## config.mk

```make
export PLATFORM = sky130hd
export DESIGN_NAME = acc_pwm
export DESIGN_NICKNAME = d
export VERILOG_FILES = /design/src/rtl/acc_pwm_pkg.sv /design/src/rtl/acc_pwm_regs.sv /design/src/rtl/acc_pwm_shadow.sv /design/src/rtl/acc_pwm_core.sv /design/src/rtl/acc_pwm.sv
export SDC_FILE = /design/constraint.sdc
export NUM_CORES = 1
export LEC_CHECK = 0
export ABC_AREA = 0
export BUFFER_PORTS_ARGS = -buffer_cell sky130_fd_sc_hd__clkbuf_2
export CORE_ASPECT_RATIO = 0.5
export CORE_MARGIN = 5
export CORE_UTILIZATION = 37
export CTS_BUF_LIST = sky130_fd_sc_hd__clkbuf_4
export DETAILED_ROUTE_END_ITERATION = 8
export PLACE_DENSITY_LB_ADDON = 0.05
export SYNTH_ARGS = -nofsm -noshare
export SYNTH_HDL_FRONTEND = slang
export SYNTH_SLANG_ARGS = --single-unit
export TNS_END_PERCENT = 5
```

## constraint.sdc

```tcl
create_clock -name clk -period 3.13 [get_ports clk]
set_input_delay 0 -clock clk [delete_from_list [all_inputs] [get_ports clk]]
set_output_delay 0 -clock clk [all_outputs]
set_load 0.005 [all_outputs]
```

## src/rtl/acc_pwm_pkg.sv

```systemverilog
package acc_pwm_pkg;

    localparam int DIV_W  = 8;
    localparam int INT_W  = 8;
    localparam int FRAC_W = 8;
    localparam int ACC_W  = INT_W + FRAC_W;
    localparam int CFG_W  = DIV_W + INT_W + FRAC_W;
    localparam int WORD_W = 32;
    localparam int ADDR_W = 12;

    localparam int EN_BIT  = 31;
    localparam int REQ_BIT = 30;

    localparam logic [ADDR_W-1:0] CTRL_OFS = 12'h000;
    localparam logic [ADDR_W-1:0] KILL_OFS = 12'h804;
    localparam logic [WORD_W-1:0] KILL_KEY = 32'd3;

    // Packed so that the struct lines up with control word bits 23:0.
    typedef struct packed {
        logic [FRAC_W-1:0] frac;
        logic [INT_W-1:0]  whole;
        logic [DIV_W-1:0]  div;
    } pwm_cfg_t;

    function automatic logic [ACC_W-1:0] cfg_step(input pwm_cfg_t c);
        return {c.whole, c.frac};
    endfunction

endpackage

```

## src/rtl/acc_pwm_regs.sv

```systemverilog
module acc_pwm_regs
    import acc_pwm_pkg::*;
(
    input  logic              clk,
    input  logic              rst_n,
    input  logic              bus_sel,
    input  logic              bus_wr,
    input  logic [ADDR_W-1:0] bus_addr,
    input  logic [WORD_W-1:0] bus_wdata,
    input  logic              apply_i,
    output pwm_cfg_t          stage_o,
    output logic              en_o,
    output logic              req_o,
    output logic              kill_o,
    output logic [WORD_W-1:0] bus_rdata
);

    typedef struct packed {
        pwm_cfg_t stage;
        logic     en;
        logic     req;
    } regs_t;

    regs_t regs_d, regs_q;
    logic  ctrl_wr;
    logic  kill_hit;

    always_comb begin
        ctrl_wr  = bus_sel && bus_wr && (bus_addr == CTRL_OFS);
        kill_hit = bus_sel && bus_wr && (bus_addr == KILL_OFS) && (bus_wdata == KILL_KEY);

        regs_d = regs_q;
        if (apply_i) begin
            regs_d.req = 1'b0;
        end
        if (ctrl_wr) begin
            regs_d.stage = pwm_cfg_t'(bus_wdata[CFG_W-1:0]);
            regs_d.en    = bus_wdata[EN_BIT];
            if (bus_wdata[REQ_BIT]) begin
                regs_d.req = 1'b1;
            end
        end
        if (kill_hit) begin
            regs_d = '0;
        end
    end

    always_ff @(posedge clk or negedge rst_n) begin
        if (!rst_n) begin
            regs_q <= '0;
        end else begin
            regs_q <= regs_d;
        end
    end

    always_comb begin
        bus_rdata = '0;
        if (bus_sel && !bus_wr && (bus_addr == CTRL_OFS)) begin
            bus_rdata[CFG_W-1:0] = regs_q.stage;
            bus_rdata[REQ_BIT]   = regs_q.req;
            bus_rdata[EN_BIT]    = regs_q.en;
        end
    end

    assign stage_o = regs_q.stage;
    assign en_o    = regs_q.en;
    assign req_o   = regs_q.req;
    assign kill_o  = kill_hit;

endmodule

```

## src/rtl/acc_pwm_shadow.sv

```systemverilog
module acc_pwm_shadow
    import acc_pwm_pkg::*;
(
    input  logic     clk,
    input  logic     rst_n,
    input  logic     kill_i,
    input  pwm_cfg_t stage_i,
    input  logic     en_i,
    input  logic     req_i,
    input  logic     wrap_i,
    output pwm_cfg_t act_o,
    output logic     apply_o
);

    typedef struct packed {
        pwm_cfg_t act;
    } shadow_t;

    shadow_t sh_d, sh_q;
    logic    apply;

    always_comb begin
        apply = req_i && (!en_i || wrap_i);
        sh_d  = sh_q;
        if (apply) begin
            sh_d.act = stage_i;
        end
        if (kill_i) begin
            sh_d = '0;
        end
    end

    always_ff @(posedge clk or negedge rst_n) begin
        if (!rst_n) begin
            sh_q <= '0;
        end else begin
            sh_q <= sh_d;
        end
    end

    assign act_o   = sh_q.act;
    assign apply_o = apply;

endmodule

```

## src/rtl/acc_pwm_core.sv

```systemverilog
module acc_pwm_core
    import acc_pwm_pkg::*;
#(
    parameter int PHASE_W = ACC_W,
    parameter int CMP_W   = DIV_W,
    localparam int TOP_LSB = PHASE_W - CMP_W
) (
    input  logic               clk,
    input  logic               rst_n,
    input  logic               kill_i,
    input  logic               en_i,
    input  logic [PHASE_W-1:0] step_i,
    input  logic [CMP_W-1:0]   div_i,
    output logic               wrap_o,
    output logic [PHASE_W-1:0] acc_o,
    output logic               pwm_o
);

    typedef struct packed {
        logic [PHASE_W-1:0] acc;
    } core_t;

    core_t            core_d, core_q;
    logic [PHASE_W:0] sum;

    always_comb begin
        sum    = {1'b0, core_q.acc} + {1'b0, step_i};
        core_d = core_q;
        if (en_i) begin
            core_d.acc = sum[PHASE_W-1:0];
        end else begin
            core_d.acc = '0;
        end
        if (kill_i) begin
            core_d = '0;
        end
    end

    always_ff @(posedge clk or negedge rst_n) begin
        if (!rst_n) begin
            core_q <= '0;
        end else begin
            core_q <= core_d;
        end
    end

    assign wrap_o = en_i && sum[PHASE_W];
    assign acc_o  = core_q.acc;
    assign pwm_o  = en_i && (core_q.acc[PHASE_W-1:TOP_LSB] >= div_i);

endmodule

```

## src/rtl/acc_pwm.sv

```systemverilog
module acc_pwm
    import acc_pwm_pkg::*;
(
    input  logic              clk,
    input  logic              rst_n,
    input  logic              bus_sel,
    input  logic              bus_wr,
    input  logic [ADDR_W-1:0] bus_addr,
    input  logic [WORD_W-1:0] bus_wdata,
    output logic [WORD_W-1:0] bus_rdata,
    output logic              pwm_o
);

    pwm_cfg_t         stage_w;
    pwm_cfg_t         act_w;
    logic             en_w;
    logic             req_w;
    logic             kill_w;
    logic             apply_w;
    logic             wrap_w;
    logic [ACC_W-1:0] acc_w;

    acc_pwm_regs u_regs (
        .clk       (clk),
        .rst_n     (rst_n),
        .bus_sel   (bus_sel),
        .bus_wr    (bus_wr),
        .bus_addr  (bus_addr),
        .bus_wdata (bus_wdata),
        .apply_i   (apply_w),
        .stage_o   (stage_w),
        .en_o      (en_w),
        .req_o     (req_w),
        .kill_o    (kill_w),
        .bus_rdata (bus_rdata)
    );

    acc_pwm_shadow u_shadow (
        .clk     (clk),
        .rst_n   (rst_n),
        .kill_i  (kill_w),
        .stage_i (stage_w),
        .en_i    (en_w),
        .req_i   (req_w),
        .wrap_i  (wrap_w),
        .act_o   (act_w),
        .apply_o (apply_w)
    );

    acc_pwm_core #(
        .PHASE_W (ACC_W),
        .CMP_W   (DIV_W)
    ) u_core (
        .clk    (clk),
        .rst_n  (rst_n),
        .kill_i (kill_w),
        .en_i   (en_w),
        .step_i (cfg_step(act_w)),
        .div_i  (act_w.div),
        .wrap_o (wrap_w),
        .acc_o  (acc_w),
        .pwm_o  (pwm_o)
    );

endmodule

```

* Yosys cells after proc, flatten, opt, wreduce, memory -nomap -nowiden *
Cells that the tools add are included.

word-level totals
  bits in registers = 66
  bits of input ports = 48
  word-level logic and storage cells = 38

operators by class
  $add $sub $neg = 1
  $lt $le $gt $ge = 1
  eq/ne operators = 2
  multiplexer cells = 10
  reduce and logical (&&, ||, !) cells = 15

operators by type and width
  operator                                                                 count
  24-bit 2-to-1 mux                                                        3
  26-bit 2-to-1 mux                                                        2
  32-bit by 2-bit equality test with 1-bit output (second input constant)  1
  16-bit 2-to-1 mux                                                        2
  16-bit by 16-bit adder with 17-bit output                                1
  12-bit equality test (second input constant)                             1
  12-bit logical NOT                                                       1
  1-bit logical AND                                                        9
  8-bit greater-or-equal comparator                                        1
  2-bit nonzero test                                                       2
  1-bit logical NOT                                                        2
  1-bit 2-to-1 mux                                                         2
  2-bit 2-to-1 mux                                                         1
  1-bit logical OR                                                         1

* Depth between registers and ports, before layout *
Gate-level depths: netlist of run 1.

  word-level depth = 8
  depth in mapped cells = 9

* By module *
A second synthesis of run 1 with hierarchy kept.

unflattened totals
  cells, all modules = 444
  area total of the unflattened synthesis = 4192.8 µm²

by module, submodules not included
  module          instances  cells an instance  area an instance (µm²)
  acc_pwm_core    1          171                1498.9
  acc_pwm_regs    1          167                1460.2
  acc_pwm_shadow  1          106                1233.7

* Least setup slack after synthesis of run 1 *
OpenSTA, ideal clock, no wires.

  kind = register to register
  from = reg u_shadow.sh_q (netlist bit u_shadow.act_o[16])
  to = reg u_shadow.sh_q (netlist bit u_shadow.act_o[5])
  library setup time = 0.125 ns
  arrival time = 2.498 ns
  required time = 3.005 ns
  setup slack = 0.507 ns
  stages on the path, launching flop included = 10
  buffers on the path = 1
  clock period less this slack = 2.623 ns
  path through = dfrtp_1 ha_1 fa_1 a21oi_1 o21ai_1 a31o_2 a31oi_4 a2bb2oi_4 buf_12 mux2_4

on the way
  cells in the longest elaborated chain, start to end = 5

RTL lines
  element                                    line                  RTL
  start: declaration                         acc_pwm_shadow.sv:19  shadow_t sh_d, sh_q;
  start signal: assignment                   acc_pwm_shadow.sv:35  sh_q <= '0;
  start signal: assignment                   acc_pwm_shadow.sv:37  sh_q <= sh_d;
  16-bit by 16-bit adder with 17-bit output  acc_pwm_core.sv:27    sum = {1'b0, core_q.acc} + {1'b0, step_i};
  1-bit logical AND                          acc_pwm_core.sv:47    assign wrap_o = en_i && sum[PHASE_W];
  1-bit logical OR                           acc_pwm_shadow.sv:23  apply = req_i && (!en_i || wrap_i);
  1-bit logical AND                          acc_pwm_shadow.sv:23
  2-bit nonzero test (no source line)        n/a

No other way between the ends.
A chain may end at the register's enable or synchronous reset.

* Worst setup path in the final report of run 1 *
  from = reg u_shadow.sh_q (netlist bit u_shadow.act_o[16])
  to = reg u_shadow.sh_q (netlist bit u_shadow.act_o[3])

Same word-level chain as after synthesis.

==> results.yml, run 1 <==
pwr:
  p_leak_uw: 0.00249
  swShare_pct: 24.3
  p_comb_share_pct: 6.3
  p_per_area_nw_per_um2: 307
  irDropWorstVdd_uv: 129
  seqPwrFrac_pct: 56.3
  intPower_uw: 1150
  pwr-share-clk_pct: 37.5
  p_sw_uw: 369
synthesis:
  netlist.area_leader.share_pct: 41.7
  synthXorXnorAreaFrac_pct: 2.87
  synth-edff-count: 0
  synthArstFlopShare_pct: 100
  synth_top_family_by_area: "simple AND/OR/NAND/NOR gates"
  yosys.area_share.simple_pct: 21.1
  ys_seq_area_share_pct: 41.7
  synthCells: 388
  ys_types: 43
  yosysTopAreaCell: "dfrtp_1"
  syn_avg_cell_area_um2: 10.2
  synth_common_cells: "dfrtp_1, nor2_1, mux2i_1"
  yosysMostFrequentCell: "dfrtp_1"
  synthAdderAreaFrac_pct: 8.08
  synth_compound_gate_area_share_pct: 8.46
  synth_mux_area_share_pct: 13.2
  synth_area_leaders: "dfrtp_1, mux2i_1, ha_1"
  synth_area_um2: 3960
  ys_ff_latch: 66
  yosysWarnings: 0
  ys.flop_type: "dfrtp_1"
setup_path:
  reg2reg_depth: 9
  critical_path_class: "reg -> reg"
  cp.required_ns: 3.45
  crit_fanout: 10
  reg2reg_from: "u_shadow.act_o[16]"
  cp-start-kind: "register"
  end_kind: "register"
  critPathArrivalTime_ns: 3.07
  crit_path_start: "u_shadow.act_o[16]"
global_routing:
  track_usage_pct: 17.4
  grt_pass1_wl_mm: 17.8
  grt_pass1_vias: 3330
  antenna_found_initial: 0
  grt_max_degree: 35
  grt_overflow: 0
sta:
  max_freq_mhz: 363
  slew_viol_final: 0
  finalSetupTns_ns: 0
  setup_viol: 0
  slew_headroom_pct: 41.3
  finalHoldViolations: 0
  rsz0062_at_grt: "false"
  worst_pin_slew_ns: 0.880
  min_period_ns: 2.75
  final.period_utilization_pct: 88.0
  clock_skew_ns: 0.0189
  worst_hold_slack_ns: 0.199
detailed_routing:
  firstDrtPassIters: 4
  highest_layer: "met4"
  wl_met2_mm: 4.18
  postRouteAntennaNets: 0
  wl_met3_um: 620
  vias: 3109
  wl_per_cell_um: 16.5
  first_iter_violations: 126
  drcViolationCount: 0
  wirelength_mm: 10.6
  wl_met1_mm: 5.71
  drt-vias-per-instance: 4.85
placed_design:
  dp.cells: 595
  hpwl_mm: 8.09
  place.gp.congestion: 0.819
  placed_area_um2: 4490
  numPortBuffers: 74
die:
  ios: 81
  fp.coreArea_um2: 10300
  fp.dieW_um: 156
  dieHeight_um: 83.2
  start_util_pct: 38.3
  die_area_um2: 13000
  rows: 26
clock_network:
  cts.htree.levels: 3
  clkTransAtPathRegs_ns: 0.12
  cts_made_buffers: 9
  cts-root-buf: "clkbuf_4"
  cts_tree: "yes"
  clk_latency_ns: 0.43
  cts_buffer_depth: 2
  cts_resized: 0
  clkSinkCount: 66
worst_hold_path:
  worstHoldPathType: "in -> async"
run:
  maxCapViolations: 0
cells_and_area:
  postLayoutCellArea_um2: 4940
  fin_cells: 641
  drive_above_1_share_pct: 23.8
  area_growth_pct: 24.6
  antenna_cells: 0
  finalNetCount: 570
run_status:
  outcome: "completed"
power by group through the flow:
stage	Sequential (uW)	Combinational, uW	Clock, uW
final	854	94.9	569
after global routing	854	107	631
after CTS	854	96.0	590
after detailed placement	870	69.9	0
after global placement	870	67.9	0
after floorplan	870	13.1	0
registers in the layout, summed over array words and instances, names as in the netlist:
signal / flops
u_shadow.act_o: 24
u_regs.stage_o: 24
u_core.acc_o: 16
u_regs.en_o: 1
u_regs.req_o: 1
path summary, 6_finish.rpt:
path                       slack (ns)                  to
max in group asynchronous        2.24  u_shadow.act_o[11]
min                              0.20   u_regs.stage_o[2]
min reg2reg                      0.56  u_regs.stage_o[19]
max reg2reg                      0.38   u_shadow.act_o[3]
max                              0.38   u_shadow.act_o[3]
min in group clk                 0.20  u_shadow.act_o[10]
cell type report:
| cell class | instances | area [um^2] |
|---|---|---|
| fillers | 998 | 5410 |
| clock inverters | 5 | 56.3 |
| flip-flops and latches | 66 | 1650 |
| inverters | 11 | 41.3 |
| repair buffers | 115 | 771 |
| multi-input cells | 294 | 2170 |
| well taps | 140 | 175 |
| clock buffers | 10 | 75.1 |
layout by cell type, fill, tap and decap left out, types with 3 or more instances in the layout:
cell           instances
mux2i_1               42
clkbuf_2              74
nand3_1                4
nand2b_1              37
conb_1                 6
nor4_1                 9
ha_1                  24
xnor2_1                7
o21ai_0                9
mux2_2                 5
a21oi_1               11
clkbuf_4              10
nor2b_1               11
dfrtp_1               66
nor2_1                48
nand2_1                6
dlygate4sd3_1         27
buf_4                 12
and2_1                29
inv_1                 11
mux2_4                 3
a21o_1                 7
xor2_1                 6
critical path: stages, from the launching register on:
cell and delay [ns]:
dfrtp_1 0.40, ha_1 0.24, fa_1 0.42, a21oi_1 0.22
o21ai_1 0.10, a31o_2 0.29, a31oi_4 0.28, a2bb2oi_4 0.22
buf_12 0.16, mux2_2 0.33
stage by stage:
| step | utilization, % | total power (uW) | setup slack (ns) |
|---|---|---|---|
| after floorplan | - | 883 | 0.507 |
| after CTS | 47.3 | 1540 | 0.134 |
| after detailed placement | 43.4 | 940 | 0.170 |
| final | 47.7 | 1520 | 0.376 |
| after global placement | 43.4 | 938 | 0.241 |
| after global routing | 47.7 | 1590 | 0.195 |
logic make-up after synthesis:
| kind of cell | count (synthesis) |
|---|---|
| compound gates | 45 |
| xor+xnor | 13 |
| fa+ha+maj | 25 |
| buf+inv | 33 |
| flops | 66 |
| mux | 50 |
| other cells | 1 |
| simple gates | 155 |
metal layers:
layer / global-route usage (%) / vias to the layer above
met5: 0 / -
met4: 3.07 / 0
met3: 4.88 / 7
met2: 23.3 / 90
met1: 27.5 / 1460
li1: - / 1552
what timing repair did:
action / in CTS / in global routing
setup endpoints to repair: 0 / 10
endpoints found under the hold margin: 59 / 0
buffers inserted: 0 / 4
hold buffers: 27 / 0
Power figures use the tool's default switching activity.
==> inputs of run 2 (changes only) <==
Settings changed: MAX_ROUTING_LAYER set to met4, SLEW_MARGIN set to 10.
==> results.yml, run 2 (same netlist as run 1, synthesis figures left out) <==
setup_path:
  critPathArrivalTime_ns: 3.07
  path_buf_inv: 1
  crit_fanout: 10
  cp-start-kind: "register"
  end_kind: "register"
  critical_path_class: "reg -> reg"
  cp.depth: 9
  crit_chain: "ha_1, fa_1, a21oi_1, o21ai_1, a31o_2, a31oi_4, a2bb2oi_4, buf_12, mux2_2"
  reg2reg_depth: 9
  cp.required_ns: 3.45
  path_delay_family: "compound AO/OA/AOI/OAI gates"
  slowest_delay_ns: 0.42
  cp_slowest_cell: "fa_1"
cells_and_area:
  final_common_cell: "clkbuf_2"
  area_growth_pct: 24.6
  finalNetCount: 570
  n_fill_cell: 998
  drive_above_1_share_pct: 23.8
  regArea_um2: 1650
  multi_input_area_um2: 2170
  antenna_cells: 0
  layout_common_cells: "clkbuf_2, dfrtp_1, nor2_1"
detailed_routing:
  first_iter_violations: 146
  firstDrtPassIters: 4
  drt-vias-per-instance: 4.88
  vias: 3130
  postRouteAntennaNets: 0
  wirelength_mm: 10.6
  drcViolationCount: 0
  wl_per_cell_um: 16.5
die:
  dieHeight_um: 83.2
  fp.dieW_um: 156
  die_area_um2: 13000
  fp.coreArea_um2: 10300
  start_util_pct: 38.3
  ios: 81
  rows: 26
pwr:
  p_total_uw: 1520
  irDropWorstVdd_uv: 129
  p_leak_uw: 0.00249
  p_per_area_nw_per_um2: 308
sta:
  rsz0062_at_grt: "false"
  finalSetupTns_ns: 0
  clock_skew_ns: 0.0190
  slew_viol_final: 0
  slew_headroom_pct: 40.5
  final.period_utilization_pct: 88.1
  max_freq_mhz: 363
  setup_viol: 0
  finalHoldViolations: 0
  min_period_ns: 2.76
  worst_pin_slew_ns: 0.893
run_status:
  outcome: "completed"
clock_network:
  clk_latency_ns: 0.43
  cts.htree.levels: 3
  clkTransAtPathRegs_ns: 0.12
  cts_buffer_depth: 2
  clkSinkCount: 66
  cts-root-buf: "clkbuf_4"
  cts_made_buffers: 9
  cts_tree: "yes"
global_routing:
  grt_overflow: 0
  grt_pass1_vias: 3325
  antenna_found_initial: 0
  track_usage_pct: 17.8
  grt_pass1_wl_mm: 17.8
  grt_max_degree: 35
run:
  maxCapViolations: 0
placed_design:
  hpwl_mm: 8.09
  place.gp.congestion: 0.831
  numPortBuffers: 74
worst_hold_path:
  worstHoldPathType: "in -> async"
run 2: area by class of cell:
type	instances	share of cell area (%)
Clock buffer	10	1.52
Clock inverter	5	1.14
Inverter	11	0.837
Multi-Input combinational cell	294	43.9
Sequential cell	66	33.5
Tap cell	140	3.55
Timing Repair Buffer	115	15.6
run 2: final timing paths:
kind	start	endpoint	slack, ns
max	u_shadow.act_o[16]	u_shadow.act_o[3]	0.37
min	rst_n	u_regs.stage_o[2]	0.21
max reg2reg	u_shadow.act_o[16]	u_shadow.act_o[3]	0.37
min reg2reg	u_regs.stage_o[19]	u_regs.stage_o[19]	0.56
max in group asynchronous	rst_n	u_shadow.act_o[14]	2.23
min in group clk	bus_wdata[29]	u_shadow.act_o[10]	0.21
run 2: metal layers:
layer / up-vias / share of wire, % / GRT usage [%]
met4: 0 / 0.58 / 3.07
li1: 1555 / - / -
met3: 7 / 5.4 / 4.26
met5: - / 0 / -
met1: 1474 / 55 / 27.6
met2: 94 / 39 / 23.4
run 2: where the power goes:
group | internal (uW) | leakage [uW] | switching (uW)
logic | 49.3 | 0.00149 | 46.2
clock network | 247 | 0.0000722 | 322
registers | 853 | 0.000922 | 0.836
total | 1150 | 0.00249 | 369
run 2: what timing repair did:
action / 4_1_cts / 5_1_grt
hold endpoints to repair: 59 / 0
resized for setup: 0 / 0
hold buffers: 27 / 0
buffers inserted: 0 / 4
setup endpoints to repair: 0 / 10
run 2: per-stage QoR:
step                hold WS (ns)  setup WS, ns  area, um^2  instances  util, %
floorplan                 -0.296         0.507        3980        393        -
global placement           0.156         0.241        4490        595     43.4
detailed placement         0.184         0.170        4490        595     43.4
CTS                        0.191         0.134        4890        637     47.3
global route               0.265         0.195        4940        641     47.7
finish                     0.208         0.373        4940        641     47.7
